--- src/rtl/wdog_pkg.sv ---
package wdog_pkg;
  typedef enum logic [1:0] {
    ADR_CTRL  = 2'd0,
    ADR_SVC   = 2'd1,
    ADR_GUARD = 2'd2,
    ADR_IVL   = 2'd3
  } wdog_addr_e;

  localparam logic [15:0] SVC_KEY_FIRST  = 16'h5555;
  localparam logic [15:0] SVC_KEY_SECOND = 16'hAAAA;

  localparam int CTRL_RUN_BIT  = 0;
  localparam int CTRL_PIN_BIT  = 1;
  localparam int CTRL_HOLD_BIT = 2;
  localparam int CTRL_TMO_LSB  = 8;
endpackage

--- src/rtl/wdog_rst_sync.sv ---
module wdog_rst_sync #(
  parameter int STAGES = 2
) (
  input  logic clk,
  input  logic arst_ni,
  output logic rst_no
);
  logic [STAGES-1:0] sync_q;

  always_ff @(posedge clk or negedge arst_ni) begin
    if (!arst_ni) sync_q <= '0;
    else          sync_q <= {sync_q[STAGES-2:0], 1'b1};
  end

  assign rst_no = sync_q[STAGES-1];
endmodule

--- src/rtl/wdog_guard.sv ---
module wdog_guard #(
  parameter int PD_CYCLES = 524288
) (
  input  logic clk,
  input  logic rst_ni,
  input  logic clr_req,
  output logic guard_en,
  output logic guard_pulse
);
  localparam int CW = $clog2(PD_CYCLES + 1);

  logic [CW-1:0] cnt_q, cnt_d;
  logic          en_q, en_d;
  logic          done_q, done_d;
  logic          pulse_q, pulse_d;
  logic          active;

  assign active = en_q & ~clr_req & ~done_q;

  always_comb begin
    cnt_d   = cnt_q;
    en_d    = en_q & ~clr_req;
    done_d  = done_q;
    pulse_d = 1'b0;
    if (active) begin
      if (cnt_q == CW'(PD_CYCLES - 1)) begin
        pulse_d = 1'b1;
        done_d  = 1'b1;
      end else begin
        cnt_d = cnt_q + 1'b1;
      end
    end
  end

  always_ff @(posedge clk or negedge rst_ni) begin
    if (!rst_ni) begin
      cnt_q   <= '0;
      en_q    <= 1'b1;
      done_q  <= 1'b0;
      pulse_q <= 1'b0;
    end else begin
      cnt_q   <= cnt_d;
      en_q    <= en_d;
      done_q  <= done_d;
      pulse_q <= pulse_d;
    end
  end

  assign guard_en    = en_q;
  assign guard_pulse = pulse_q;
endmodule

--- src/rtl/wdog_timeout.sv ---
module wdog_timeout #(
  parameter int HALF_CYC = 16384,
  parameter int TW       = 8
) (
  input  logic          clk,
  input  logic          rst_ni,
  input  logic          load,
  input  logic          run,
  input  logic [TW-1:0] tmo_val,
  input  logic [TW-1:0] ivl,
  output logic          expire,
  output logic          irq
);
  localparam int PW = (HALF_CYC > 1) ? $clog2(HALF_CYC) : 1;

  logic [PW-1:0] pre_q, pre_d;
  logic [TW-1:0] cnt_q, cnt_d;
  logic          exp_q, exp_d;
  logic          tick;

  assign tick = (pre_q == PW'(HALF_CYC - 1));

  always_comb begin
    pre_d = pre_q;
    cnt_d = cnt_q;
    exp_d = 1'b0;
    if (load) begin
      pre_d = '0;
      cnt_d = tmo_val;
    end else if (run) begin
      if (tick) begin
        pre_d = '0;
        if (cnt_q == '0) begin
          exp_d = 1'b1;
          cnt_d = tmo_val;
        end else begin
          cnt_d = cnt_q - 1'b1;
        end
      end else begin
        pre_d = pre_q + 1'b1;
      end
    end
  end

  always_ff @(posedge clk or negedge rst_ni) begin
    if (!rst_ni) begin
      pre_q <= '0;
      cnt_q <= '0;
      exp_q <= 1'b0;
    end else begin
      pre_q <= pre_d;
      cnt_q <= cnt_d;
      exp_q <= exp_d;
    end
  end

  assign expire = exp_q;
  assign irq    = run & (cnt_q < ivl);
endmodule

--- src/rtl/wdog_dual.sv ---
module wdog_dual #(
  parameter int PD_CYCLES = 524288,
  parameter int HALF_CYC  = 16384,
  parameter int TW        = 8
) (
  input  logic        clk,
  input  logic        rst_n,
  input  logic        por_n,
  input  logic        wr_en,
  input  logic [1:0]  wr_addr,
  input  logic [15:0] wr_data,
  output logic        rst_req_n,
  output logic        wdog_pin_n,
  output logic        irq
);
  import wdog_pkg::*;

  logic rst_i_n, por_i_n;

  wdog_rst_sync #(.STAGES(2)) u_sys_sync (
    .clk(clk), .arst_ni(rst_n & por_n), .rst_no(rst_i_n)
  );
  wdog_rst_sync #(.STAGES(2)) u_por_sync (
    .clk(clk), .arst_ni(por_n), .rst_no(por_i_n)
  );

  logic ctrl_wr, svc_wr, guard_wr, ivl_wr;
  assign ctrl_wr  = wr_en & (wr_addr == ADR_CTRL);
  assign svc_wr   = wr_en & (wr_addr == ADR_SVC);
  assign guard_wr = wr_en & (wr_addr == ADR_GUARD);
  assign ivl_wr   = wr_en & (wr_addr == ADR_IVL);

  logic          run_q, run_d;
  logic          pin_on_q, pin_on_d;
  logic          hold_n_q, hold_n_d;
  logic [TW-1:0] tmo_q, tmo_d;
  logic [TW-1:0] ivl_q, ivl_d;
  logic          armed_q, armed_d;
  logic          latch_q, latch_d;
  logic          load, svc_done, expire, guard_en, guard_pulse;
  logic          unused_bits;

  assign unused_bits = ^wr_data[7:3];

  assign svc_done = svc_wr & armed_q & (wr_data == SVC_KEY_SECOND) & run_q;
  assign load     = (ctrl_wr & wr_data[CTRL_RUN_BIT] & ~run_q) | svc_done;

  always_comb begin
    run_d    = run_q;
    pin_on_d = pin_on_q;
    hold_n_d = hold_n_q;
    tmo_d    = tmo_q;
    ivl_d    = ivl_q;
    armed_d  = armed_q;
    if (ctrl_wr) begin
      run_d    = run_q | wr_data[CTRL_RUN_BIT];
      pin_on_d = wr_data[CTRL_PIN_BIT];
      hold_n_d = wr_data[CTRL_HOLD_BIT];
      tmo_d    = wr_data[CTRL_TMO_LSB +: TW];
    end
    if (ivl_wr) ivl_d = wr_data[TW-1:0];
    if (svc_wr) armed_d = (wr_data == SVC_KEY_FIRST);
  end

  always_ff @(posedge clk or negedge rst_i_n) begin
    if (!rst_i_n) begin
      run_q    <= 1'b0;
      pin_on_q <= 1'b0;
      hold_n_q <= 1'b1;
      tmo_q    <= '0;
      ivl_q    <= '0;
      armed_q  <= 1'b0;
    end else begin
      run_q    <= run_d;
      pin_on_q <= pin_on_d;
      hold_n_q <= hold_n_d;
      tmo_q    <= tmo_d;
      ivl_q    <= ivl_d;
      armed_q  <= armed_d;
    end
  end

  assign latch_d = latch_q | (expire & pin_on_q);

  always_ff @(posedge clk or negedge por_i_n) begin
    if (!por_i_n) latch_q <= 1'b0;
    else          latch_q <= latch_d;
  end

  wdog_guard #(.PD_CYCLES(PD_CYCLES)) u_guard (
    .clk(clk), .rst_ni(rst_i_n),
    .clr_req(guard_wr & ~wr_data[0]),
    .guard_en(guard_en), .guard_pulse(guard_pulse)
  );

  wdog_timeout #(.HALF_CYC(HALF_CYC), .TW(TW)) u_tmo (
    .clk(clk), .rst_ni(rst_i_n), .load(load), .run(run_q),
    .tmo_val(tmo_d), .ivl(ivl_q), .expire(expire), .irq(irq)
  );

  assign rst_req_n  = ~expire;
  assign wdog_pin_n = ~(latch_q | guard_pulse | ~hold_n_q);
endmodule

--- config.mk ---
export PLATFORM = sky130hd
export DESIGN_NAME = wdog_dual
export DESIGN_NICKNAME = d
export VERILOG_FILES = /design/src/rtl/wdog_pkg.sv /design/src/rtl/wdog_rst_sync.sv /design/src/rtl/wdog_guard.sv /design/src/rtl/wdog_timeout.sv /design/src/rtl/wdog_dual.sv
export SDC_FILE = /design/constraint.sdc
export NUM_CORES = 1
export LEC_CHECK = 0
export BUFFER_PORTS_ARGS = -buffer_cell sky130_fd_sc_hd__buf_2
export CELL_PAD_IN_SITES_DETAIL_PLACEMENT = 1
export CELL_PAD_IN_SITES_GLOBAL_PLACEMENT = 1
export CORE_ASPECT_RATIO = 1.75
export CORE_MARGIN = 2
export CORE_UTILIZATION = 48
export CTS_CLUSTER_SIZE = 14
export DETAILED_ROUTE_END_ITERATION = 8
export HOLD_SLACK_MARGIN = 0.06
export PLACE_DENSITY = 0.91
export REMOVE_ABC_BUFFERS = 1
export SKIP_CTS_REPAIR_TIMING = 1
export SLEW_MARGIN = 20
export SYNTH_ARGS = -nofsm -noshare
export SYNTH_HDL_FRONTEND = slang
export SYNTH_SLANG_ARGS = --single-unit
--- constraint.sdc ---
create_clock -name clk -period 2.85 [get_ports clk]
set_clock_uncertainty 0.05 [all_clocks]
set_input_delay 0.285 -clock clk [delete_from_list [all_inputs] [get_ports clk]]
set_output_delay 0.285 -clock clk [all_outputs]
set_load 0.01 [all_outputs]
# --- Yosys cells after proc, flatten, opt, wreduce, memory -nomap -nowiden ---
# Cells that the tools add are included.
totals:
  out_inout_bits: 3
  reg_bits: 71
classes:
  eq_ne: 7
  n_reduce_logical: 7
  order_cmp: 1
  addsub: 3
  bitwise: 28
  muxes: 14
ops:
  columns: ["operator", "count"]
  rows:
  - ["$mux W14", 3]
  - ["$mux W8", 5]
  - ["$add A20 B1 Y20 const B", 1]
  - ["$eq A20 B19 Y1 const B", 1]
  - ["$eq A16 B15 Y1 const B", 1]
  - ["$eq A16 B16 Y1 const B", 1]
  - ["$and A1 B1 Y1", 15]
  - ["$add A14 B1 Y14 const B", 1]
  - ["$eq A14 B14 Y1 const B", 1]
  - ["$logic_not A8 Y1", 1]
  - ["$lt A8 B8 Y1", 1]
  - ["$not A1 Y1", 8]
  - ["$sub A8 B1 Y8 const B", 1]
  - ["$mux W1", 6]
  - ["$reduce_and A2 Y1", 3]
  - ["$or A1 B1 Y1", 5]
  - ["$eq A2 B2 Y1 const B", 2]
  - ["$reduce_bool A2 Y1", 2]
  - ["$eq A2 B1 Y1 const B", 1]
  - ["$logic_not A2 Y1", 1]

# --- Logic depth before layout (Yosys ltp) ---
depth:
  ltp_word: 8
  mapped_depth: 7
  ltp_nobuf: 7

# --- Hierarchy ---
# From an unflattened synthesis, not the netlist that was laid out.
unflattened:
  hier_cells: 336
  hier_area_um2: 3654.8
modules_own_cells:
  columns: ["mod", "instances", "area_per_inst_um2", "cells_per_inst", "seq_area_each_um2"]
  rows:
  - ["wdog_timeout", 1, 1519.0, 166, 575.6]
  - ["wdog_guard", 1, 1081.0, 100, 576.8]
  - ["wdog_dual", 1, 947.2, 64, 526.8]
  - ["wdog_rst_sync", 2, 53.8, 3, 50.0]

# --- Worst setup path after synthesis ---
# OpenSTA, ideal clock, no wires.
synth_timing:
  kind: "input to register"
  start: "input wr_data[0]"
  end: "register u_tmo.cnt_q[0]"
  setup_slack_ns: 0.612
  path_stages: 6
  setup_ns: 0.126
  t_arrival_ns: 2.062
  n_path_buf: 0
  path_cell_list: "or4b_1 > or4_4 > o21a_4 > o21ai_2 > nor3_1 > a221o_1"
synth_via:
  elab_chain_cells: 6
  word_cells_on_any_way: 10
  cone_classes: "eq/ne (1); mux (1); bitwise (5); reduce/logical (3)"
synth_rtl:
  columns: ["item", "line", "rtl"]
  rows:
  - ["from (decl)", "wdog_dual.sv:11", "input logic [15:0] wr_data,"]
  - ["$eq A16 B16 Y1", "wdog_dual.sv:45", "assign svc_done = svc_wr & armed_q & (wr_data == SVC_KEY_SECOND) & run_q;"]
  - ["$and A1 B1 Y1 (2 in series)", "wdog_dual.sv:45", null]
  - ["$or A1 B1 Y1 *", "wdog_dual.sv:46", "assign load = (ctrl_wr & wr_data[CTRL_RUN_BIT] & ~run_q) | svc_done;"]
  - ["$reduce_bool A2 Y1 (no source line)", null, null]
  - ["$reduce_and A2 Y1 (no source line)", null, null]
  - ["to (signal assigned)", "wdog_timeout.sv:52", "cnt_q <= cnt_d;"]
  - ["to (decl)", "wdog_timeout.sv:17", "logic [TW-1:0] cnt_q, cnt_d;"]
# Every way passes the cells marked *; elsewhere a longest branch is shown, timed or not.
# A chain may end at the register's enable or synchronous reset.

# --- Final worst setup path ---
layout_timing:
  start: "register u_tmo.cnt_q[1]"
  end: "output irq"
layout_via:
  elab_chain_cells: 2
layout_rtl:
  columns: ["item", "line", "rtl"]
  rows:
  - ["$lt A8 B8 Y1", "wdog_timeout.sv:58", "assign irq = run & (cnt_q < ivl);"]
  - ["$and A1 B1 Y1", "wdog_timeout.sv:58", null]
  - ["to (decl)", "wdog_dual.sv:14", "output logic irq"]
# No other way between the ends.

==> impl_results.md <==
* FP Rows at 41
* Worst Max-Slew Pin Slew at 781 ps
* Worst hold path class: in -> reg
* Avg Cell Area, Syn at 10.8 um2
* Post-synth ARST share at 100%
* Logic pwr share at between 20% and 30%
* Placer Congestion at 0.800
* Clock-pin slew on the worst setup and hold paths at roughly 60 ps
* Initial antenna violation count at 0
* PwrDens at 743 mW/mm2
* TritonCTS clock tree: done
* H-Tree Depth at 3
* Clock share of power at 34.5%
* Hold Slack at approximately 160 ps
* Number of synthesized flops with an enable pin at 0
* Fin Setup TNS at 0 ps
* CTS Sinks at 71
* Slew Viols, Final at 0
* N_diodes at 0
* Pleak at 0.00185 uW
* DR iter-0 viols at 247
* Fmax at 0.401 GHz
* Slew HR at 47.4%
* Grt ovf at 0
* Clock Path Buffers at 2
* First-pass GRT wire length at roughly 16000 um
* # port buffers at 24
* Synth Flop Type: dfrtp_1
* Worst EP arrival at 2160 ps
* Library cells used by synthesis at 56
* Yosys warnings at 0
* Vias/cell at a little over 6
* Sequential fraction of the synthesis area at between 50% and 60%
* Peak supply drop at 0.343 mV
* Most frequent cells in the layout: dfrtp_1, nand2_1, buf_2
* Reg power frac at ~44%
* Final Routed Wirelength at 9990 um
* Avg WL per Cell at ~22 um
* Util after Layout at 57.1%
* NetSw at approximately 950 uW
* Final Hold Viols at 0
* Crit path max fanout at 4
* Setup WS pre-CTS at roughly 270 ps
* Largest net degree at the start of global routing at 31
* Pwr Total at approximately 3000 uW
* Final setup fails at 0
* Most common cell after layout, fill and taps aside: dfrtp_1
* Critical path class: reg -> out
* Clock Latency Late Sink at 340 ps
* Max-cap violations at 0
* Core outline area at 0.00713 mm2
* Vias in the first global route at 3126
* Tcrit/Tclk final at 87.4%
* Layout cells sized above 1 at 20.2%
* Die X at 68.6 um
* Netlist Area Pre-Place at 0.00350 mm2
* Layout Nets at 400
* DRC at 0
* Drt pass-1 iters at 4
* Final HPWL from detailed placement at about 7000 um
* Height of the die at 117 um
* Status: finished, final reports clean
* Final setup margin at 359 ps
* Int Power at 2070 uW
* Final min period at about 2500 ps
* Gate Count Post-Synth at roughly 330
* Sw Share at between 30% and 40%
* Area grow syn2layout at 16.3%
* Crit end category: output pin
* Root Driver: clkbuf_16
* FF+latch count, synth at 71
* GRT Overall Usage at 28.0%
* RSZ-0062 raised after global routing: false
* Top Ports at 25
* Initial Util at 49.1%
* ANT nets after route at 0
* Type of origin of the critical path: flop
* Num CTS Buffers at 9
* DR vias at 2763
* Die ar. at 0.00802 mm2
* Worst endpoint required time at about 2500 ps
## final timing paths
path,startpoint,to,slack (ps),cells past startpoint
max in group asynchronous,u_sys_sync.sync_q[1],tmo_q[6],1700,1
setup / recovery,u_tmo.cnt_q[1],irq,360,7
setup reg to reg,u_guard.guard_en,u_guard.cnt_q[19],480,6
min in group asynchronous,por_n,u_por_sync.sync_q[1],220,2
hold / removal,wr_data[6],ivl_q[6],160,2
hold reg to reg,u_sys_sync.sync_q[1],pin_on_q,250,0
## power groups by stage
stage               Sequential, uW  Combinational (uW)  Clock [uW]
floorplan                     1280                 405           0
global placement              1320                 539           0
detailed placement            1340                 592           0
CTS                           1330                 640        1060
global route                  1350                 716        1110
finish                        1340                 643        1040
## flip-flops by register name (all words and copies together) (netlist names)
signal               cells
u_tmo.expire             1
ivl_q                    8
u_guard.guard_pulse      1
pin_on_q                 1
u_tmo.cnt_q              8
u_guard.cnt_q           20
run_q                    1
u_por_sync.sync_q        2
latch_q                  1
armed_q                  1
hold_n_q                 1
u_tmo.pre_q             14
u_sys_sync.sync_q        2
tmo_q                    8
u_guard.guard_en         1
u_guard.done_q           1
## stage by stage
stage	area, um2	std cells
floorplan	3480	322
global placement	3760	439
detailed placement	3760	439
CTS	4040	455
global route	4070	458
finish	4070	458
## kinds of logic (layout without fill, tap and decap cells)
logic type               count (synthesis)  after routing  share of synthesized area [%]
flip-flops                              71             71                           50.8
other                                    1              2                          0.107
multiplexers                            23             23                           7.22
buffers and inverters                   20             66                           2.39
XOR/XNOR                                25             25                           6.25
AO/OA/AOI/OAI                           51             51                           10.8
adder cells (fa/ha/maj)                 11             11                           3.93
AND/OR/NAND/NOR                        123            123                           18.5
## synth_stat cells, types with 4 or more instances
library cell / instances / share of area [%]
a21oi_1: 7 / 1.0
and3_1: 5 / 0.89
dfrtp_1: 69 / 49
ha_1: 11 / 3.9
inv_1: 15 / 1.6
mux2_2: 18 / 5.8
mux2i_1: 5 / 1.4
nand2_1: 30 / 3.2
nand2b_1: 4 / 0.71
nand3_1: 22 / 3.1
nand4_1: 8 / 1.4
nor2_1: 22 / 2.4
nor3_1: 7 / 1.0
nor4bb_1: 5 / 1.4
o21ai_0: 8 / 1.1
o21ai_1: 5 / 0.71
xnor2_1: 13 / 3.3
xor2_1: 12 / 3.0
## routing by layer
metal / up-vias / GRT usage (%) / wire (um)
li1: 1248 / - / -
met1: 1394 / 25.9 / 3490
met2: 79 / 51.5 / 5630
met3: 42 / 5.16 / 285
met4: 0 / 20.4 / 585
met5: - / 0 / 0
## cell type report
class | instances | area, um2
fill | 780 | 3060
sequential | 71 | 1780
multi-input combinational | 235 | 1640
clock buffer | 13 | 260
timing repair buffer | 34 | 203
tap | 86 | 108
inverter | 16 | 60.1
clock inverter | 3 | 17.5
## worst max-delay path, cell delays in order (launching register included)
cell and delay, ps:
dfrtp_1 460, ha_1 310, a21o_1 150, a21o_1 210, a211oi_1 290, o211ai_1 170
nand2_1 90, buf_2 120
(Power assumes the default switching activity.)
